## src/rtl/rst_seq_pkg.sv

```systemverilog
// Package: shared types of the reset sequencer.
// Assumes level codes are ordered so that a numeric compare gives priority.
package rst_seq_pkg;

    // Reset level; larger value wins.
    typedef enum logic [1:0] {
        LVL_SOFT = 2'd0,
        LVL_HARD = 2'd1,
        LVL_POR  = 2'd2
    } rst_level_e;

    // Sequencer phase.
    typedef enum logic [1:0] {
        PH_IDLE      = 2'd0,
        PH_HOLD      = 2'd1,
        PH_DROP_HARD = 2'd2,
        PH_DROP_SOFT = 2'd3
    } seq_phase_e;

endpackage

```

## src/rtl/rst_sync.sv

```systemverilog
// Module: rst_sync
// Multi-bit flop-chain synchronizer for independent asynchronous levels.
// Assumes each bit is an unrelated level; no bus coherence is provided.
// Reset loads INIT_VAL so that inactive levels are seen after reset.
module rst_sync #(
    parameter int               WIDTH    = 3,
    parameter int               STAGES   = 2,
    parameter logic [WIDTH-1:0] INIT_VAL = '1
) (
    input  logic             clk,
    input  logic             rst_n,
    input  logic [WIDTH-1:0] d_async,
    output logic [WIDTH-1:0] q_sync
);

    logic [STAGES-1:0][WIDTH-1:0] chain;

    // Shift each level through the flop chain.
    always_ff @(posedge clk) begin
        if (!rst_n) begin
            for (int s = 0; s < STAGES; s++) chain[s] <= INIT_VAL;
        end else begin
            chain[0] <= d_async;
            for (int s = 1; s < STAGES; s++) chain[s] <= chain[s-1];
        end
    end

    assign q_sync = chain[STAGES-1];

endmodule

```

## src/rtl/rst_por_qual.sv

```systemverilog
// Module: rst_por_qual
// Qualifies the synchronized power-on request: it is accepted in the
// MIN_CYC-th consecutive asserted cycle and stays accepted while asserted.
// Assumes MIN_CYC >= 2.
module rst_por_qual #(
    parameter int MIN_CYC = 16
) (
    input  logic clk,
    input  logic rst_n,
    input  logic por_act,     // synchronized, active high
    output logic por_valid
);

    localparam int          CW  = $clog2(MIN_CYC);
    localparam logic [CW-1:0] SAT = CW'(MIN_CYC - 1);

    logic [CW-1:0] run_cnt;

    // Count consecutive asserted cycles, saturating at MIN_CYC-1.
    always_ff @(posedge clk) begin
        if (!rst_n || !por_act) run_cnt <= '0;
        else if (run_cnt != SAT) run_cnt <= run_cnt + 1'b1;
    end

    assign por_valid = por_act && (run_cnt == SAT);

    // An accepted request always had the request asserted a cycle earlier.
    assert_short_ignored_R1: assert property (@(posedge clk) disable iff (!rst_n)
        $rose(por_valid) |-> $past(por_act));

endmodule

```

## src/rtl/rst_seq_fsm.sv

```systemverilog
// Module: rst_seq_fsm
// Level arbitration, stretch counter and ordered release. Outputs decode
// the phase and level registers. External pin requests are masked while the
// pin is pulled down and for SYNC_STAGES cycles after, so the controller's
// own drive seen through the synchronizer never re-triggers it.
// Assumes STRETCH_CYC >= 2 and synchronous single-cycle internal events.
module rst_seq_fsm
    import rst_seq_pkg::*;
#(
    parameter int STRETCH_CYC = 16,
    parameter int SYNC_STAGES = 2
) (
    input  logic clk,
    input  logic rst_n,
    input  logic por_valid,
    input  logic hard_lo,       // synchronized hard pin, active high
    input  logic soft_lo,       // synchronized soft pin, active high
    input  logic wdog_hit,
    input  logic bmon_hit,
    input  logic tap_soft,
    output logic hard_pd,
    output logic soft_pd,
    output logic pll_rst_n,
    output logic core_rst_n,
    output logic periph_rst_n,
    output logic pcfg_stb,
    output logic hcw_stb
);

    localparam int            SW   = $clog2(STRETCH_CYC);
    localparam logic [SW-1:0] LOAD = SW'(STRETCH_CYC - 1);

    seq_phase_e           phase;
    rst_level_e           level;
    logic [SW-1:0]        stretch;
    logic [SYNC_STAGES-1:0] hard_hist, soft_hist;

    logic       hard_busy, soft_busy, hard_ext, soft_ext;
    logic       req_any;
    rst_level_e req_lvl;

    // Mask each pin while driven and until its release has crossed the sync.
    always_comb begin
        hard_busy = hard_pd || (|hard_hist);
        soft_busy = (phase != PH_IDLE) || (|soft_hist);
        hard_ext  = hard_lo && !hard_busy;
        soft_ext  = soft_lo && !soft_busy;
    end

    // Pick the highest pending request level.
    always_comb begin
        req_any = 1'b1;
        req_lvl = LVL_SOFT;
        if (por_valid)                         req_lvl = LVL_POR;
        else if (wdog_hit || bmon_hit || hard_ext) req_lvl = LVL_HARD;
        else if (tap_soft || soft_ext)         req_lvl = LVL_SOFT;
        else                                   req_any = 1'b0;
    end

    // Phase, level and stretch counter update.
    always_ff @(posedge clk) begin
        if (!rst_n) begin
            phase   <= PH_HOLD;
            level   <= LVL_POR;
            stretch <= LOAD;
        end else if (req_any && (phase == PH_IDLE || req_lvl > level)) begin
            phase   <= PH_HOLD;
            level   <= req_lvl;
            stretch <= LOAD;
        end else begin
            case (phase)
                PH_HOLD: begin
                    if (level == LVL_POR && por_valid) stretch <= LOAD;
                    else if (stretch == '0)            phase   <= PH_DROP_HARD;
                    else                               stretch <= stretch - 1'b1;
                end
                PH_DROP_HARD: phase <= PH_DROP_SOFT;
                PH_DROP_SOFT: phase <= PH_IDLE;
                default:      phase <= PH_IDLE;
            endcase
        end
    end

    // Remember recent pull-down drive for the re-trigger mask.
    always_ff @(posedge clk) begin
        if (!rst_n) begin
            hard_hist <= '1;
            soft_hist <= '1;
        end else begin
            hard_hist[0] <= hard_pd;
            soft_hist[0] <= soft_pd;
            for (int i = 1; i < SYNC_STAGES; i++) begin
                hard_hist[i] <= hard_hist[i-1];
                soft_hist[i] <= soft_hist[i-1];
            end
        end
    end

    // Output decode from phase and level.
    always_comb begin
        hard_pd      = (phase == PH_HOLD) && (level != LVL_SOFT);
        soft_pd      = (phase == PH_HOLD) || (phase == PH_DROP_HARD);
        pll_rst_n    = !((phase == PH_HOLD) && (level == LVL_POR));
        core_rst_n   = (phase == PH_IDLE);
        periph_rst_n = (phase == PH_IDLE) || (level == LVL_SOFT);
        pcfg_stb     = (phase == PH_HOLD) && (level == LVL_POR);
        hcw_stb      = (phase == PH_HOLD) && (level != LVL_SOFT);
    end

    assert_hard_needs_soft_R5: assert property (@(posedge clk) disable iff (!rst_n)
        hard_pd |-> soft_pd);

    assert_hard_before_soft_R9: assert property (@(posedge clk) disable iff (!rst_n)
        $fell(hard_pd) |-> (soft_pd && !core_rst_n));

    assert_soft_before_core_R9: assert property (@(posedge clk) disable iff (!rst_n)
        $fell(soft_pd) |-> !core_rst_n);

    assert_pll_por_only_R4: assert property (@(posedge clk) disable iff (!rst_n)
        !pll_rst_n |-> (!periph_rst_n && hard_pd));

    assert_min_width_R8: assert property (@(posedge clk) disable iff (!rst_n)
        $rose(hard_pd) |=> hard_pd);

endmodule

```

## src/rtl/reset_sequencer.sv

```systemverilog
// Module: reset_sequencer (top)
// Synchronizes the power-on request and both pin levels, qualifies the
// power-on pulse, gates the internal expiry events by their enables,
// sequences the reset levels and captures the two configuration words.
// Assumes expiry and test-port events are already in the clk domain.
module reset_sequencer #(
    parameter int POR_MIN_CYC = 16,
    parameter int STRETCH_CYC = 16,
    parameter int SYNC_STAGES = 2,
    parameter int PCFG_W      = 16,
    parameter int HCW_W       = 32
) (
    input  logic              clk,
    input  logic              rst_n,
    input  logic              por_in_n,
    input  logic              hard_pin_in_n,
    input  logic              soft_pin_in_n,
    input  logic              wdog_expire,
    input  logic              wdog_en,
    input  logic              bmon_expire,
    input  logic              bmon_en,
    input  logic              tap_soft_req,
    input  logic [PCFG_W-1:0] pcfg_pins,
    input  logic [HCW_W-1:0]  hcw_in,
    output logic              hard_pin_pd,
    output logic              soft_pin_pd,
    output logic              pll_rst_n,
    output logic              core_rst_n,
    output logic              periph_rst_n,
    output logic              pcfg_stb,
    output logic              hcw_stb,
    output logic [PCFG_W-1:0] pcfg_q,
    output logic [HCW_W-1:0]  hcw_q
);

    logic [2:0] raw_n, sync_n;
    logic       por_valid;

    assign raw_n = {por_in_n, hard_pin_in_n, soft_pin_in_n};

    rst_sync #(.WIDTH(3), .STAGES(SYNC_STAGES), .INIT_VAL(3'b111)) i_sync (
        .clk     (clk),
        .rst_n   (rst_n),
        .d_async (raw_n),
        .q_sync  (sync_n)
    );

    rst_por_qual #(.MIN_CYC(POR_MIN_CYC)) i_por_qual (
        .clk       (clk),
        .rst_n     (rst_n),
        .por_act   (!sync_n[2]),
        .por_valid (por_valid)
    );

    rst_seq_fsm #(.STRETCH_CYC(STRETCH_CYC), .SYNC_STAGES(SYNC_STAGES)) i_fsm (
        .clk          (clk),
        .rst_n        (rst_n),
        .por_valid    (por_valid),
        .hard_lo      (!sync_n[1]),
        .soft_lo      (!sync_n[0]),
        .wdog_hit     (wdog_expire && wdog_en),
        .bmon_hit     (bmon_expire && bmon_en),
        .tap_soft     (tap_soft_req),
        .hard_pd      (hard_pin_pd),
        .soft_pd      (soft_pin_pd),
        .pll_rst_n    (pll_rst_n),
        .core_rst_n   (core_rst_n),
        .periph_rst_n (periph_rst_n),
        .pcfg_stb     (pcfg_stb),
        .hcw_stb      (hcw_stb)
    );

    // Capture the power-on configuration only while its strobe is high.
    always_ff @(posedge clk) begin
        if (!rst_n)        pcfg_q <= '0;
        else if (pcfg_stb) pcfg_q <= pcfg_pins;
    end

    // Capture the hard configuration word while its strobe is high.
    always_ff @(posedge clk) begin
        if (!rst_n)       hcw_q <= '0;
        else if (hcw_stb) hcw_q <= hcw_in;
    end

    assert_pcfg_kept_R3: assert property (@(posedge clk) disable iff (!rst_n)
        !pcfg_stb |=> $stable(pcfg_q));

    assert_hcw_kept_R6: assert property (@(posedge clk) disable iff (!rst_n)
        !hcw_stb |=> $stable(hcw_q));

endmodule

```

## config.mk

```make
export PLATFORM = sky130hd
export DESIGN_NAME = reset_sequencer
export DESIGN_NICKNAME = d
export VERILOG_FILES = /design/src/rtl/rst_seq_pkg.sv /design/src/rtl/rst_sync.sv /design/src/rtl/rst_por_qual.sv /design/src/rtl/rst_seq_fsm.sv /design/src/rtl/reset_sequencer.sv
export SDC_FILE = /design/constraint.sdc
export NUM_CORES = 1
export LEC_CHECK = 0
export ABC_AREA = 1
export BUFFER_PORTS_ARGS = -buffer_cell sky130_fd_sc_hd__buf_4
export CORE_MARGIN = 4
export CORE_UTILIZATION = 51
export DETAILED_ROUTE_END_ITERATION = 16
export PLACE_DENSITY = 0.87
export REMOVE_ABC_BUFFERS = 1
export SETUP_SLACK_MARGIN = 0.5
export SLEW_MARGIN = 20
export SYNTH_ARGS = -nofsm -noshare
export SYNTH_HDL_FRONTEND = slang
export SYNTH_SLANG_ARGS = --single-unit
export TNS_END_PERCENT = 30
```

## constraint.sdc

```tcl
create_clock -name clk -period 3.6 [get_ports clk]
set_clock_uncertainty 0.1 [all_clocks]
set_input_delay 0.36 -clock clk [delete_from_list [all_inputs] [get_ports clk]]
set_output_delay 0.36 -clock clk [all_outputs]
set_load 0.005 [all_outputs]
```

==> impl_metrics.py <==
metrics = {
    "run_status": {
        "outcome": "finished clean",
    },
    "synthesis": {
        "synthTopCellsByCount": "71 x nor2_1, 70 x dfxtp_1, 54 x nand2_1",
        "synth.most_common_cell": "nor2_1",
        "ys_top_cells_by_area": "dfxtp_1 52%, nor2_1 9.8%, nand2_1 7.5%, o21ai_0 6.8%, a21oi_1 3.5%",
        "ys_warn_count": 0,
        "synth_flop_cell": "dfxtp_1",
        "syn_area_sq_um": 2720,
        "ys_seq_area_frac": 0.516,
        "ys_ff_latch": 70,
        "avgSynthCellArea_sq_um": 8.06,
        "yosysTopAreaCell": "dfxtp_1",
        "synth_edf_count": 0,
        "synth_cell_types": 27,
        "postSynthCellCount": 337,
        "synth_top_area_share": 0.516,
        "async_flop_share": 0,
    },
    "grt": {
        "grt_first_pass_wirelength_mm": 11.1,
        "antenna_found_initial": 0,
        "grt_usage": 0.219,
        "grt_max_degree": 43,
        "first_global_vias": 2408,
        "grt_overflow_total": 0,
    },
    "floorplanning": {
        "chipWidth_um": 81.0,
        "core_sq_um": 5140,
        "ios": 113,
        "dieArea_sq_um": 6560,
        "die_h_um": 81.0,
        "start_util": 0.528,
        "num_rows": 26,
    },
    "worst_setup_path": {
        "cp.arrival_ps": 2510,
        "timing.rr.start": "i_fsm.phase[1]",
        "required_ps": 3700,
        "start_kind": "flip-flop",
        "path_class": "reg2reg",
        "critPathLaunch": "i_fsm.phase[1]",
        "endpoint_kind": "flip-flop",
        "crit_fanout": 36,
    },
    "sta": {
        "setup_viol": 0,
        "finalSetupTns_ps": 0,
        "min_period_over_period": 0.670,
        "grt_setup_unrepaired": "no",
        "clock.fmax_mhz": 415,
        "finalHoldViolations": 0,
        "fin_hold_ws_ps": 111,
        "slew_viol_final": 0,
        "max-slew-margin-rel": 0.317,
        "worstMarginPinSlew_ps": 1020,
        "period_needed_ps": 2410,
    },
    "clocking": {
        "cts_buffers": 9,
        "insertion_delay_ps": 330,
        "clk_pin_slew_worst_paths_ps": 70,
        "clkSinkCount": 70,
        "clockBufferDepth": 2,
        "cts_root_buf": "clkbuf_8",
        "ctsHoldBuffers": 0,
        "postCtsSetupRepairBufs": 0,
        "cts_resized": 0,
        "h-tree-depth": 3,
        "cts_tree": "yes",
    },
    "layout": {
        "drive_gt1_frac": 0.344,
        "instances_no_fill": 521,
        "diodes": 0,
        "syn_to_final_growth_pct": 38.8,
        "final_nets": 511,
    },
    "placement": {
        "hpwl_mm": 4.88,
        "gp_congestion": 0.776,
        "io_buffers": 112,
        "dp.cells": 505,
    },
    "hold_path": {
        "hp-class": "in2reg",
        "hold_start": "por_in_n",
    },
    "power_and_ir_drop": {
        "ir_drop_mv": 0.660,
        "leakage_nw": 1.84,
        "power_mw": 3.28,
        "p_per_area_nw_per_um2": 870,
    },
    "drt": {
        "post-route-drc-count": 0,
        "initialDrtViolationCount": 210,
        "ant_nets": 0,
        "num_vias": 2596,
        "viasPerCell": 4.98,
        "wl_mm": 6.98,
        "wl_per_cell_um": 13.4,
        "firstDrtPassIters": 4,
    },
    "flow_run": {
        "maxCapViolCount": 0,
    },
}
## routing by layer
layer / vias up / wire, um / global-route usage
li1: 1292 / - / -
met1: 1203 / 2690 / 0.260
met2: 87 / 3730 / 0.374
met3: 14 / 397 / 0.0588
met4: 0 / 163 / 0.0912
met5: - / 0 / 0
## registers in the layout, summed over array words and instances, names as in the netlist
name,cells
i_sync.q_sync,3
i_fsm.phase,2
i_fsm.stretch,4
hcw_q,32
i_fsm.soft_hist,2
i_fsm.level,2
i_por_qual.run_cnt,4
i_fsm.hard_hist,2
i_sync.chain,3
pcfg_q,16
## layout make-up
class,instances,area (sq um)
inverters,19,76.3
well taps,70,87.6
flip-flops and latches,70,1400
multi-input cells,233,1160
repair buffers,113,848
clock buffers,12,155
fillers,405,1370
clock inverters,4,45.0
## critical path, cell delays in order, from the launching register on
cell     delay (ps)
dfxtp_1         330
inv_1            90
ha_1            250
inv_2            90
nor2_4           40
buf_4           220
nor2_2          160
nor2_4           50
nor2_1          130
inv_1            60
ha_1            270
nand2_1          50
o21ai_0          60
nand2_1         140
nand2_4         140
nand4_1         100
## path summary, 6_finish.rpt
check                                         to  slack (ps)  depth (start not counted)
worst max-delay path              i_fsm.phase[0]        1190                         15
worst min-delay path             i_sync.chain[2]         110                          2
worst max register to register    i_fsm.phase[0]        1190                         15
worst min register to register  i_sync.q_sync[1]         320                          1
## cells by family (layout without fill, tap and decap cells)
| family | after synthesis | after routing | share of synthesized area |
|---|---|---|---|
| and+or+nand+nor | 165 | 165 | 0.276 |
| DFF | 70 | 70 | 0.516 |
| AOI/OAI and AO/OA | 59 | 59 | 0.111 |
| buffers and inverters | 34 | 148 | 0.0580 |
| adders and majority gates | 7 | 7 | 0.0322 |
| xor gates and xnor gates | 2 | 2 | 0.00645 |
## power breakdown
group	internal [mW]	total (mW)	switching [mW]	leakage, nW
Sequential	1.08	1.25	0.169	0.580
Clock	0.355	0.632	0.277	0.106
Combinational	0.643	1.39	0.751	1.15
## per-stage QoR
step,instance area (sq um),utilization,worst slack (ps)
6_report,3770,0.734,1190
5_1_grt,3770,0.734,995
4_1_cts,3770,0.734,1180
3_5_place_dp,3570,0.695,1230
3_3_place_gp,3570,0.695,1310
2_1_floorplan,2640,-,1380
## placed cells by master, fill, tap and decap left out, types with 2 or more instances in the layout
master / count
a21oi_1: 19
buf_4: 113
clkbuf_8: 11
clkinv_2: 3
dfxtp_1: 70
ha_1: 7
inv_1: 16
inv_2: 2
nand2_1: 54
nand2_2: 2
nand2_4: 4
nand3_1: 10
nand4_1: 6
nor2_1: 71
nor2_2: 3
nor2_4: 4
o21ai_0: 37
or2_2: 9
Power figures use the tool's default switching activity.
